==> src/rtl/pscl_pkg.sv <==
package pscl_pkg;
    typedef enum logic [1:0] {
        HS_RUN,
        HS_ENTER,
        HS_FROZEN,
        HS_RESYNC
    } hs_state_t;

    localparam int REQ_BIT   = 7;
    localparam int RDY_BIT   = 6;
    localparam int RSF_BIT   = 5;
    localparam int INITS_BIT = 4;
    localparam int SYNC_LSB  = 0;
    localparam int ASYNC_LSB = 16;
endpackage

==> src/rtl/pscl_stage.sv <==
module pscl_stage #(
    parameter int W       = 7,
    parameter int RST_VAL = 127
) (
    input  logic         clk,
    input  logic         rst_n,
    input  logic         hold,
    input  logic         step,
    input  logic [W-1:0] reload,
    output logic         wrap
);
    logic [W-1:0] cnt_q;

    always_ff @(posedge clk or negedge rst_n) begin
        if (!rst_n) begin
            cnt_q <= W'(RST_VAL);
        end else if (hold) begin
            cnt_q <= reload;
        end else if (step) begin
            cnt_q <= (cnt_q == '0) ? reload : cnt_q - 1'b1;
        end
    end

    assign wrap = step && !hold && (cnt_q == '0);
endmodule

==> src/rtl/pscl_handshake.sv <==
module pscl_handshake
    import pscl_pkg::*;
#(
    parameter int DLY = 2
) (
    input  logic clk,
    input  logic rst_n,
    input  logic req,
    input  logic rsf_clr,
    output logic frozen,
    output logic rsf
);
    localparam int CW = (DLY > 1) ? $clog2(DLY) : 1;

    hs_state_t state_q, state_d;
    logic [CW-1:0] cnt_q, cnt_d;
    logic          dly_done;

    assign dly_done = (cnt_q == CW'(DLY - 1));

    always_comb begin
        state_d = state_q;
        cnt_d   = cnt_q;
        unique case (state_q)
            HS_RUN: begin
                if (req) begin
                    state_d = HS_ENTER;
                    cnt_d   = '0;
                end else if (rsf_clr) begin
                    state_d = HS_RESYNC;
                    cnt_d   = '0;
                end
            end
            HS_ENTER: begin
                if (!req) begin
                    state_d = HS_RUN;
                end else if (dly_done) begin
                    state_d = HS_FROZEN;
                end else begin
                    cnt_d = cnt_q + 1'b1;
                end
            end
            HS_FROZEN: begin
                if (!req) begin
                    state_d = HS_RESYNC;
                    cnt_d   = '0;
                end
            end
            HS_RESYNC: begin
                if (req) begin
                    state_d = HS_ENTER;
                    cnt_d   = '0;
                end else if (rsf_clr) begin
                    cnt_d = '0;
                end else if (dly_done) begin
                    state_d = HS_RUN;
                end else begin
                    cnt_d = cnt_q + 1'b1;
                end
            end
            default: state_d = HS_RUN;
        endcase
    end

    always_ff @(posedge clk or negedge rst_n) begin
        if (!rst_n) begin
            state_q <= HS_RUN;
            cnt_q   <= '0;
        end else begin
            state_q <= state_d;
            cnt_q   <= cnt_d;
        end
    end

    always_ff @(posedge clk or negedge rst_n) begin
        if (!rst_n) begin
            rsf <= 1'b0;
        end else if (rsf_clr) begin
            rsf <= 1'b0;
        end else if (state_q == HS_ENTER && state_d == HS_FROZEN) begin
            rsf <= 1'b0;
        end else if (state_q == HS_RESYNC && state_d == HS_RUN) begin
            rsf <= 1'b1;
        end
    end

    assign frozen = (state_q == HS_FROZEN);
endmodule

==> src/rtl/cal_prescaler.sv <==
module cal_prescaler
    import pscl_pkg::*;
#(
    parameter int ASYNC_W   = 7,
    parameter int SYNC_W    = 15,
    parameter int ASYNC_RST = 127,
    parameter int SYNC_RST  = 255,
    parameter int HS_DLY    = 2,
    parameter int YEAR_W    = 8
) (
    input  logic              clk,
    input  logic              rst_n,
    input  logic              wr_en,
    input  logic              wr_sel,
    input  logic [31:0]       wr_data,
    input  logic [YEAR_W-1:0] cal_year,
    output logic              tick,
    output logic [7:0]        status_o,
    output logic [31:0]       presc_o
);
    logic [ASYNC_W-1:0] async_div_q;
    logic [SYNC_W-1:0]  sync_div_q;
    logic req_q, inits_q, tick_q;
    logic frozen, rsf, rsf_clr, stat_wr, presc_wr;
    logic async_wrap, sync_wrap;

    assign stat_wr  = wr_en && !wr_sel;
    assign presc_wr = wr_en && wr_sel && frozen;
    assign rsf_clr  = stat_wr && !wr_data[RSF_BIT];

    always_ff @(posedge clk or negedge rst_n) begin
        if (!rst_n) begin
            req_q       <= 1'b0;
            inits_q     <= 1'b0;
            tick_q      <= 1'b0;
            async_div_q <= ASYNC_W'(ASYNC_RST);
            sync_div_q  <= SYNC_W'(SYNC_RST);
        end else begin
            tick_q <= sync_wrap;
            if (stat_wr) req_q <= wr_data[REQ_BIT];
            if (cal_year != '0) inits_q <= 1'b1;
            if (presc_wr) begin
                async_div_q <= wr_data[ASYNC_LSB +: ASYNC_W];
                sync_div_q  <= wr_data[SYNC_LSB +: SYNC_W];
            end
        end
    end

    pscl_handshake #(.DLY(HS_DLY)) u_hs (
        .clk     (clk),
        .rst_n   (rst_n),
        .req     (req_q),
        .rsf_clr (rsf_clr),
        .frozen  (frozen),
        .rsf     (rsf)
    );

    pscl_stage #(.W(ASYNC_W), .RST_VAL(ASYNC_RST)) u_async (
        .clk    (clk),
        .rst_n  (rst_n),
        .hold   (frozen),
        .step   (1'b1),
        .reload (async_div_q),
        .wrap   (async_wrap)
    );

    pscl_stage #(.W(SYNC_W), .RST_VAL(SYNC_RST)) u_sync (
        .clk    (clk),
        .rst_n  (rst_n),
        .hold   (frozen),
        .step   (async_wrap),
        .reload (sync_div_q),
        .wrap   (sync_wrap)
    );

    assign tick = tick_q;

    always_comb begin
        status_o            = '0;
        status_o[REQ_BIT]   = req_q;
        status_o[RDY_BIT]   = frozen;
        status_o[RSF_BIT]   = rsf;
        status_o[INITS_BIT] = inits_q;
        presc_o                        = '0;
        presc_o[SYNC_LSB +: SYNC_W]    = sync_div_q;
        presc_o[ASYNC_LSB +: ASYNC_W]  = async_div_q;
    end
endmodule

==> config.mk <==
export PLATFORM = sky130hd
export DESIGN_NAME = cal_prescaler
export DESIGN_NICKNAME = d
export VERILOG_FILES = /design/src/rtl/pscl_pkg.sv /design/src/rtl/pscl_stage.sv /design/src/rtl/pscl_handshake.sv /design/src/rtl/cal_prescaler.sv
export SDC_FILE = /design/constraint.sdc
export NUM_CORES = 1
export LEC_CHECK = 0
export ABC_AREA = 1
export BUFFER_PORTS_ARGS = -buffer_cell sky130_fd_sc_hd__buf_2
export CORE_MARGIN = 3
export CORE_UTILIZATION = 38
export CTS_BUF_LIST = sky130_fd_sc_hd__clkbuf_4
export DETAILED_ROUTE_END_ITERATION = 10
export GPL_TIMING_DRIVEN = 1
export SETUP_SLACK_MARGIN = 0.4
export SLEW_MARGIN = 20
export SYNTH_ARGS = -nofsm -noshare
export SYNTH_HDL_FRONTEND = slang
export SYNTH_SLANG_ARGS = --single-unit
==> constraint.sdc <==
create_clock -name clk -period 4.1 [get_ports clk]
set_clock_uncertainty 0.15 [all_clocks]
set_input_delay 1.025 -clock clk [delete_from_list [all_inputs] [get_ports clk]]
set_output_delay 1.025 -clock clk [all_outputs]
set_load 0.03 [all_outputs]
==> results of run 1 <==
## state kept, by name, summed over array words and instances, names as in the netlist
name	flops
sync_div_q	15
u_sync.cnt_q	15
async_div_q	7
u_async.cnt_q	7
u_hs.state_q	2
inits_q	1
req_q	1
tick	1
u_hs.cnt_q	1
u_hs.rsf	1
## cells by family after synthesis
logic type / after synthesis
AO/OA/AOI/OAI: 41
XOR/XNOR: 6
adder cells (fa/ha/maj): 3
buffers and inverters: 69
flip-flops: 51
multiplexers: 9
other: 1
AND/OR/NAND/NOR: 181
## synth_stat cells (all sizes together), types with 2 or more instances
cell type and n:
buf 25, dfstp 30, ha 3, inv 43, nor2 45, dfrtp 21
nand4 4, xor2 2, a31oi 2, xnor2 4, mux2 9, o21ai 20
nor3 2, nor4 2, nand3 27, nand2 99, a21oi 15
## tightest hold or removal path, stage by stage, from the launching register on
cell and delay, ns:
dfstp_2 0.40, nand2_1 0.05, o21ai_1 0.05
## power by group
group	switching [mW]	internal, mW
registers	0.196	0.834
clock network	0.158	0.0813
logic	0.809	0.421
## metal layers
metal,global-route usage (%),share of wire (%),wire length (um),vias to the layer above
li1,-,-,-,1225
met1,20.84,49,2985,1105
met2,24.19,46,2795,55
met3,2.965,4.5,275,6
met4,3.971,1.3,77,0
met5,0,0,0,-
## worst paths after layout
check	startpoint	endpoint	slack, ns	depth (start not counted)
worst min-delay path	async_div_q[2]$_DFFE_PN1P_	u_async.cnt_q[2]$_DFF_PN1_	0.34	2
worst min register to register	async_div_q[2]$_DFFE_PN1P_	u_async.cnt_q[2]$_DFF_PN1_	0.34	2
worst max-delay path	u_hs.state_q[1]$_DFF_PN0_	status_o[6]	1.59	3
worst max register to register	u_async.cnt_q[0]$_DFF_PN1_	u_sync.cnt_q[11]$_DFFE_PN0P_	1.83	9
max in group asynchronous	rst_n	sync_div_q[7]$_DFFE_PN1P_	2.53	2
min in group asynchronous	rst_n	tick$_DFF_PN0_	0.49	1
## metrics by stage
step	total power, mW	hold WS [ns]
after floorplan	2.015	0.2973
after global placement	2.264	0.3088
after detailed placement	2.284	0.3224
after CTS	2.527	0.3423
after global routing	2.744	0.3506
final	2.500	0.3359
## area by class of cell
class	count	area [um^2]	share of cell area, %
Clock inverter	1	7.507	0.2288
Inverter	43	161.4	4.920
Sequential cell	51	1314	40.05
Timing Repair Buffer	61	307.8	9.382
Tap cell	99	123.9	3.776
Multi-Input combinational cell	254	1314	40.05
Clock buffer	7	52.55	1.602
==> PnR_summary.wiki, run 1 <==
{| class="wikitable"
! Metric !! Value
|-
| Status || finished, final reports clean
|-
| Number of antenna repair diodes || 0
|-
| Peak supply drop || 0.2867 mV
|-
| Initial DRC count || 95
|-
| Category of the most critical setup path || reg -> out
|-
| Power per cell area || 762.0 nW/um^2
|-
| FMAX || 0.3981 GHz
|-
| Total via count in the routed design || 2,391
|-
| Post-synth top flop || dfstp_2
|-
| Compound-Gate Fraction of Synth Area || 8.913%
|-
| Port Buffers || 60
|-
| Post-route DRC || 0
|-
| Grt total ovfl || 0
|-
| Required arrival time at the worst endpoint || 2.92 ns
|-
| Number of clock sinks || 51
|-
| Final hold viol count || 0
|-
| Number of buffers created by CTS || 5
|-
| Number of global-route vias before repair || 2,331
|-
| Routed vias/inst || 4.634
|-
| Total of hold buffers inserted after clock tree synthesis || 0
|-
| Xor-xnor portion of the synthesized cell area || 1.783%
|-
| Number of routed nets with antenna violations || 0
|-
| Starting density of the core || 40.00%
|-
| Vert. Die Dim || 94.08 um
|-
| Unrepaired setup endpoints after global routing || false
|-
| Main combinational cell family by area after synthesis || simple AND/OR/NAND/NOR gates
|-
| Synth top area cells || dfstp_2, dfrtp_1, nand2_1, buf_4, inv_1
|-
| Leading cell types in the layout, fill and taps excluded || nand2_1, buf_2, inv_1, nor2_1, dfstp_2
|-
| Cell Area, Synth || 2948 um^2
|-
| Die width || 94.08 um
|-
| Drt total wl || 6133 um
|-
| Number of placed instances, taps included || 508
|-
| Number of rows in the core area || 31
|-
| Area enclosed by the die boundary || 8850 um^2
|-
| Most frequent standard cell in the layout excluding fill and tap cells || nand2_1
|-
| Routed len/inst || 11.89 um
|-
| Post-DP HPWL || 4561 um
|-
| Core Footprint || 7370 um^2
|-
| Worst-case clock buffer depth || 2
|-
| Kind of capture point of the worst setup path || primary output
|-
| Total I/O pin count || 85
|-
| Cell type of the slowest stage on the worst timing path || dfrtp_1
|-
| Post-Layout Inst Area || 3281 um^2
|-
| Class of the worst hold path || reg -> reg
|-
| Setup TNS || 0 ns
|-
| Placement-stage worst setup slack || 1.821 ns
|-
| Critical Path AT || 1.34 ns
|-
| Worst-path clk slew || 0.14 ns
|-
| Yosys top cell area share || 26.74%
|-
| Count of final max-slew check failures || 0
|-
| Final cycle utilization of the critical path || 61.26%
|-
| Startpoint class of the critical path || register
|-
| Final-report setup violation count || 0
|-
| Largest stage delay, worst path || 0.48 ns
|-
| Max-cap violations || 0
|-
| Synth async-reset ratio || 100.0%
|-
| Slack of the critical path || 1.588 ns
|-
| Number of cells upsized or downsized after cts || 0
|-
| H-tree depth reported by CTS || 2
|-
| Multiplexer fraction of the synthesized cell area || 3.820%
|-
| Critical Path, Cell by Cell || inv_2, nor2_8, buf_2
|-
| First-pass GRT wire length || 10,760 um
|-
| Antenna violations before repair || 0
|-
| Clk Latency, worst-skew pair || 0.37 ns
|-
| Placement Cell Area || 3221 um^2
|-
| Post-synthesis share of cell area spent on and, or, nand and nor gates || 26.99%
|-
| Slew at the pin with the worst max-slew slack || 0.5949 ns
|-
| Total GRT Usage || 15.10%
|-
| Area growth, synth to finish || 11.29%
|-
| CP Max Fanout || 6
|-
| Cell family with the largest share of critical-path delay || flip-flops
|-
| Post-CTS setup repair buffer count || 0
|-
| Share of synthesized area occupied by flip-flops and latches || 44.57%
|-
| Cell count after synthesis || 361
|-
| Mean instance size in the synthesized netlist || 8.166 um^2
|-
| Post-synth EDFFs || 0
|-
| TritonRoute pass-1 iters || 4
|-
| Routability congestion estimate || 0.8145
|-
| Lkg Pwr || 1.660 nW
|-
| Post-synthesis adder-cell area fraction || 1.273%
|-
| Yosys cell types || 39
|-
| Critical path buffers and inverters || 2
|-
| Yosys top cell by area || dfstp_2
|-
| Nets@finish || 463
|-
| Pin count of the biggest net entering global routing || 36
|-
| CTS Root Buffer Type || clkbuf_4
|-
| Synthesized flop and latch total || 51
|-
| Post-layout min period || 2.512 ns
|-
| Count of warnings emitted by yosys || 0
|-
| Number of cells in the finished layout apart from fillers || 516
|-
| Clock tree from TritonCTS || yes
|-
| Fill cell instance count of the final layout || 792
|-
| Relative slew slack || 60.34%
|-
| Core utilization of the finished layout || 44.52%
|-
| Share of cells above drive strength 1 || 31.89%
|}
No activity file was read; power rests on OpenSTA's default activity.
==> run 2: changes to the inputs <==
==> constraint.sdc (replaced) <==
create_clock -name clk -period 2.45 [get_ports clk]
set_clock_uncertainty 0.15 [all_clocks]
set_input_delay 0.6125 -clock clk [delete_from_list [all_inputs] [get_ports clk]]
set_output_delay 0.6125 -clock clk [all_outputs]
set_load 0.03 [all_outputs]
==> run 2 against run 1 <==
Via count is 2.6% higher. Power is 72% higher. Clock power is 66% higher. Flip-flop and latch count stayed put. Wire length is 6.5% higher. Count of clock-buffer cells in the layout is 1 lower. Final cell count is 1.2% higher. Global-route usage is 0.22 points higher. Hold slack worse by 0.33 ns. Worst setup slack worse by 1.1 ns. Non-clock buffer count is 5 higher. Sequential power is 67% higher.
==> PnR_summary.wiki, run 2 (synthesis results as in run 1) <==
{| class="wikitable"
! Metric !! Value
|-
| Number of rows in the core area || 31
|-
| Slew at the pin with the worst max-slew slack || 0.5114 ns
|-
| Number of placed instances, taps included || 510
|-
| End of the worst register-to-register path || u_sync.cnt_q[8]$_DFFE_PN0P_
|-
| Power per cell area || 1279 nW/um^2
|-
| Core utilization of the finished layout || 45.52%
|-
| TritonRoute pass-1 iters || 4
|-
| Lkg Pwr || 1.691 nW
|-
| Depth of the most critical reg-to-reg path || 9
|-
| CP Max Fanout || 5
|-
| Grt total ovfl || 0
|-
| Worst-path clk slew || 0.15 ns
|-
| Sw Ratio || 46.99%
|-
| Core Footprint || 7370 um^2
|-
| Number of routed nets with antenna violations || 0
|-
| Routed len/inst || 12.51 um
|-
| Class of the worst hold path || in -> async
|-
| Final hold viol count || 0
|-
| Internal Power || 2.275 mW
|-
| Startpoint class of the critical path || register
|-
| Category of the most critical setup path || reg -> out
|-
| Register-to-register setup slack || 0.55 ns
|-
| Worst-case clock buffer depth || 2
|-
| Vert. Die Dim || 94.08 um
|-
| Initial DRC count || 110
|-
| Clk Latency, worst-skew pair || 0.38 ns
|-
| Final-report setup violation count || 0
|-
| Share of cells above drive strength 1 || 33.33%
|-
| Clock tree from TritonCTS || yes
|-
| FMAX || 0.5020 GHz
|-
| Total via count in the routed design || 2,452
|-
| Combinational Power Share || 50.7%
|-
| Pin count of the biggest net entering global routing || 36
|-
| Number of global-route vias before repair || 2,322
|-
| Most frequent standard cell in the layout excluding fill and tap cells || nand2_1
|-
| Final cycle utilization of the critical path || 81.30%
|-
| Total GRT Usage || 15.32%
|-
| Peak supply drop || 0.5741 mV
|-
| Drt total wl || 6530 um
|-
| Top Registers || sync_div_q: 15 flops, u_sync.cnt_q: 15 flops
|-
| Relative slew slack || 65.91%
|-
| Post-layout min period || 1.992 ns
|-
| Port Buffers || 60
|-
| Antenna violations before repair || 0
|-
| Switching power total || 2.016 mW
|-
| Number of cells in the finished layout apart from fillers || 522
|-
| Nets@finish || 469
|-
| Post-route DRC || 0
|-
| Die width || 94.08 um
|-
| Total I/O pin count || 85
|-
| Number of clock sinks || 51
|-
| CTS Root Buffer Type || clkbuf_4
|-
| Area growth, synth to finish || 13.79%
|-
| Setup TNS || 0 ns
|-
| Routed vias/inst || 4.697
|-
| Critical Path AT || 1.23 ns
|-
| H-tree depth reported by CTS || 2
|-
| Number of buffers created by CTS || 5
|-
| Unrepaired setup endpoints after global routing || false
|-
| Number of antenna repair diodes || 0
|-
| Leading cell types in the layout, fill and taps excluded || nand2_1, buf_2, nor2_1
|-
| Required arrival time at the worst endpoint || 1.69 ns
|-
| Routability congestion estimate || 0.8887
|-
| Count of final max-slew check failures || 0
|-
| Startpoint of the lowest-slack register-to-register path || u_async.cnt_q[0]$_DFF_PN1_
|-
| Starting density of the core || 40.00%
|-
| Proportion of power drawn by the clock network || 9.3%
|-
| Post-DP HPWL || 4763 um
|-
| Total of hold buffers inserted after clock tree synthesis || 0
|-
| Seq pwr share || 40.0%
|-
| Kind of capture point of the worst setup path || primary output
|-
| Max-cap violations || 0
|-
| Status || finished, final reports clean
|-
| Total power draw || 4.291 mW
|-
| First-pass GRT wire length || 10,830 um
|-
| Area enclosed by the die boundary || 8850 um^2
|}
==> run 2: how the worst max path moves through the flow <==
stage,startpoint,to,depth (start not counted)
2_1_floorplan,u_async.cnt_q[0]$_DFF_PN1_,u_sync.cnt_q[9]$_DFFE_PN0P_,9
3_3_place_gp,u_sync.cnt_q[0]$_DFFE_PN1P_,u_sync.cnt_q[13]$_DFFE_PN0P_,10
3_5_place_dp,u_sync.cnt_q[0]$_DFFE_PN1P_,u_sync.cnt_q[13]$_DFFE_PN0P_,10
4_1_cts,u_sync.cnt_q[0]$_DFFE_PN1P_,u_sync.cnt_q[13]$_DFFE_PN0P_,10
5_1_grt,u_hs.state_q[0]$_DFF_PN0_,status_o[6],2
6_report,u_hs.state_q[0]$_DFF_PN0_,status_o[6],2
==> run 2: power by group through the flow <==
stage	logic, mW	clock network (mW)	registers, mW
global placement	2.07	0	1.73
finish	2.18	0.397	1.72
floorplan	1.34	0	2.03
global route	2.44	0.448	1.78
CTS	2.15	0.413	1.72
detailed placement	2.12	0	1.73
==> run 2: cell type report <==
cell class	instances	area, um^2
flip-flops and latches	51	1316
fillers	771	4015
clock buffers	6	45.04
clock inverters	2	12.51
multi-input cells	255	1341
inverters	43	167.7
repair buffers	66	347.8
well taps	99	123.9
==> run 2: repair_timing <==
action / 4_1_cts / 5_1_grt
setup endpoints to repair: 1 / 11
gates resized for setup: 3 / 5
gates cloned: 0 / 1
pin swaps: 0 / 1
buffers inserted: 1 / 2
==> run 2: metrics by stage <==
| stage | cell area (um^2) | hold slack, ns | setup slack [ns] |
|---|---|---|---|
| finish | 3354 | 0.002229 | 0.4581 |
| global route | 3354 | 0.02085 | 0.4010 |
| CTS | 3306 | 0.02020 | 0.4033 |
| detailed placement | 3236 | 0.3159 | 0.4205 |
| global placement | 3236 | 0.3080 | 0.4378 |
| floorplan | 2997 | 0.1669 | 0.6844 |
==> run 2: critical path, cell delays in order, from the launching register on <==
cell and delay (ns):
dfrtp_2 0.48, nor2_8 0.19, buf_4 0.19
==> run 2: metal layers <==
metal  routed length [um]  global-route usage [%]  vias up
met1                 2998                   20.78     1138
li1                     -                       -     1240
met4                   77                   4.091        0
met2                 3129                   25.43       69
met3                  324                   2.324        5
met5                    0                       0        -
==> run 3: changes to the inputs <==
--- a/config.mk
+++ b/config.mk
@@ -5,7 +5,7 @@
 export SDC_FILE = /design/constraint.sdc
 export NUM_CORES = 1
 export LEC_CHECK = 0
-export ABC_AREA = 1
+export ABC_AREA = 0
 export BUFFER_PORTS_ARGS = -buffer_cell sky130_fd_sc_hd__buf_2
 export CORE_MARGIN = 3
 export CORE_UTILIZATION = 38
==> constraint.sdc (replaced) <==
create_clock -name clk -period 1.9 [get_ports clk]
set_clock_uncertainty 0.15 [all_clocks]
set_input_delay 0.475 -clock clk [delete_from_list [all_inputs] [get_ports clk]]
set_output_delay 0.475 -clock clk [all_outputs]
set_load 0.03 [all_outputs]
==> run 3 against run 2 <==
The run now ends with setup timing left. Worst setup slack worse by 0.50 ns. Global-route usage is 2.6 points higher. Die area is 7.2% lower. Sequential power is 35% higher. First-iteration DRC count is 8.2% higher. Largest cell class unchanged.
==> PnR_summary.wiki, run 3 <==
{| class="wikitable"
! Metric !! Value
|-
| Share of synthesized area occupied by flip-flops and latches || 48.28%
|-
| Total I/O pin count || 85
|-
| Area growth, synth to finish || 60.37%
|-
| Pin count of the biggest net entering global routing || 52
|-
| Total power draw || 7.509 mW
|-
| Max-cap violations || 0
|-
| Proportion of power drawn by the clock network || 6.9%
|-
| Total GRT Usage || 17.91%
|-
| Required arrival time at the worst endpoint || 2.03 ns
|-
| Cell with the most instances after synthesis || dfstp_2
|-
| Starting density of the core || 39.62%
|-
| Final cycle utilization of the critical path || 102.4%
|-
| Worst-case clock buffer depth || 2
|-
| Synth top area cells || dfstp_2, dfrtp_1, mux2_2, buf_4, a21oi_1
|-
| Number of antenna repair diodes || 0
|-
| Routed len/inst || 15.64 um
|-
| Die width || 90.63 um
|-
| Critical Path, Cell by Cell || inv_2, ha_4, nor3b_4, nand2_2, or4_1, a32oi_1, o31ai_1
|-
| Final hold viol count || 0
|-
| Count of final max-slew check failures || 0
|-
| Kind of capture point of the worst setup path || register
|-
| Switching power total || 3.129 mW
|-
| Post-synth top flop || dfstp_2
|-
| Sum of met2 wire segment lengths after detailed routing || 3787 um
|-
| TritonRoute pass-1 iters || 4
|-
| Placement Cell Area || 3303 um^2
|-
| Number of buffers created by CTS || 5
|-
| Routed vias/inst || 5.109
|-
| Category of the most critical setup path || reg -> reg
|-
| Port Buffers || 60
|-
| Clock tree from TritonCTS || yes
|-
| Post-Layout Inst Area || 4364 um^2
|-
| Register-to-register setup slack || -0.05 ns
|-
| Power per cell area || 1721 nW/um^2
|-
| Cell Area, Synth || 2721 um^2
|-
| Met3 routed wirelength || 430 um
|-
| Yosys top cell area share || 28.97%
|-
| Post-synth EDFFs || 0
|-
| Drt total wl || 7632 um
|-
| First-pass GRT wire length || 11,920 um
|-
| FMAX || 0.5138 GHz
|-
| Yosys cell types || 55
|-
| Unrepaired setup endpoints after global routing || true
|-
| Vert. Die Dim || 90.63 um
|-
| H-tree depth reported by CTS || 2
|-
| Antenna violations before repair || 0
|-
| Leading cell types in the layout, fill and taps excluded || buf_4, buf_6, buf_2
|-
| Combinational Power Share || 62.1%
|-
| Highest routed layer || met4
|-
| Final-report setup violation count || 4
|-
| Grt total ovfl || 0
|-
| Startpoint class of the critical path || register
|-
| Synthesized flop and latch total || 51
|-
| Core utilization of the finished layout || 63.53%
|-
| Largest stage delay, worst path || 0.48 ns
|-
| Cell family with the largest share of critical-path delay || simple AND/OR/NAND/NOR gates
|-
| Cell type of the slowest stage on the worst timing path || or4_1
|-
| Placement-stage worst setup slack || -0.03006 ns
|-
| Yosys top cell by area || dfstp_2
|-
| Nets@finish || 438
|-
| Violated checks || setup timing
|-
| Number of rows in the core area || 30
|-
| CP Max Fanout || 4
|-
| Area enclosed by the die boundary || 8213 um^2
|-
| Post-route DRC || 0
|-
| Met1 routed wirelength after detailed routing || 3254 um
|-
| Clk Latency, worst-skew pair || 0.39 ns
|-
| Sw Ratio || 41.68%
|-
| Status || finished, violations left
|-
| Peak supply drop || 0.9025 mV
|-
| Seq pwr share || 31.0%
|-
| Share of cells above drive strength 1 || 65.31%
|-
| Cell count after synthesis || 259
|-
| Initial DRC count || 119
|-
| CTS Root Buffer Type || clkbuf_4
|-
| Leading post-synthesis cells by instance count || dfstp_2, dfrtp_1, mux2_2, nand2_1, buf_4
|-
| Post-DP HPWL || 4343 um
|-
| Total via count in the routed design || 2,493
|-
| Top Registers || sync_div_q: 15 flops, u_sync.cnt_q: 15 flops
|-
| Critical path buffers and inverters || 1
|-
| Routability congestion estimate || 0.8276
|-
| Internal Power || 4.380 mW
|-
| Core Footprint || 6869 um^2
|-
| Most frequent standard cell in the layout excluding fill and tap cells || buf_4
|-
| Lkg Pwr || 1.901 nW
|-
| Count of warnings emitted by yosys || 0
|-
| Synth async-reset ratio || 100.0%
|-
| Critical Path AT || 2.07 ns
|-
| Number of global-route vias before repair || 2,469
|-
| Setup TNS || -0.1004 ns
|-
| Worst-path clk slew || 0.15 ns
|-
| Mean instance size in the synthesized netlist || 10.51 um^2
|-
| Slack of the critical path || -0.04627 ns
|-
| Class of the worst hold path || in -> reg
|-
| Post-layout min period || 1.946 ns
|-
| Number of clock sinks || 51
|-
| Number of routed nets with antenna violations || 0
|}
-- run 3: cell type report --
| type | count | area (um^2) |
|---|---|---|
| fill | 554 | 2505 |
| multi-input combinational | 184 | 1644 |
| sequential | 51 | 1315 |
| timing repair buffer | 137 | 1170 |
| tap | 96 | 120.1 |
| inverter | 12 | 60.06 |
| clock buffer | 5 | 37.54 |
| clock inverter | 3 | 17.52 |
-- run 3: cells by family (layout without fill, tap and decap cells) --
kind of cell | count (synthesis) | in the layout | share of synthesized area (%)
AND/OR/NAND/NOR | 79 | 82 | 17.20
AO/OA/AOI/OAI | 57 | 57 | 13.24
flip-flops | 51 | 51 | 48.28
buffers and inverters | 40 | 157 | 8.598
multiplexers | 24 | 24 | 9.885
XOR/XNOR | 4 | 4 | 1.288
adder cells (fa/ha/maj) | 3 | 3 | 1.379
other | 1 | 14 | 0.1378
-- run 3: path summary, 6_finish.rpt --
path	from	endpoint	depth (start not counted)
setup / recovery	u_async.cnt_q[1]$_DFF_PN1_	u_sync.cnt_q[11]$_DFFE_PN0P_	7
hold / removal	cal_year[6]	inits_q$_DFFE_PN0P_	3
setup reg to reg	u_async.cnt_q[1]$_DFF_PN1_	u_sync.cnt_q[11]$_DFFE_PN0P_	7
hold reg to reg	inits_q$_DFFE_PN0P_	inits_q$_DFFE_PN0P_	2
max in group asynchronous	rst_n	u_sync.cnt_q[0]$_DFFE_PN1P_	3
min in group asynchronous	rst_n	u_hs.state_q[1]$_DFF_PN0_	3
-- run 3: worst register-to-register path: cells and delay by family, from the launching register on --
family / cells / cell delay (ns)
adders and majority gates: 1 / 0.13
and+or+nand+nor: 3 / 0.84
buffers and inverters: 1 / 0.06
DFF: 1 / 0.40
AOI/OAI and AO/OA: 2 / 0.27
-- run 3: what timing repair did --
action	in CTS	in global routing
pin swaps	19	15
endpoints found under the hold margin	21	0
endpoints found under the setup margin	72	62
buffers inserted	36	13
gates resized for setup	96	44
hold buffers	1	0
cloned	4	1
-- run 3: routing by layer --
layer | vias to the layer above | track usage [%]
met3 | 13 | 3.333
met5 | - | 0
met4 | 0 | 8.418
met1 | 1207 | 22.30
li1 | 1180 | -
met2 | 93 | 29.89
-- run 3: stage by stage --
stage	cells	hold WS (ns)
2_1_floorplan	272	0.02941
3_3_place_gp	425	0.3052
3_5_place_dp	425	0.3064
4_1_cts	474	0.1249
5_1_grt	488	0.1296
6_report	488	0.1373
-- run 3: power groups by stage --
stage,Clock (mW),Sequential [mW],Combinational (mW)
final,0.515,2.33,4.66
after global routing,0.569,2.41,4.96
after CTS,0.528,2.32,4.06
after detailed placement,0,2.36,2.77
after global placement,0,2.34,2.73
after floorplan,0,2.79,1.61
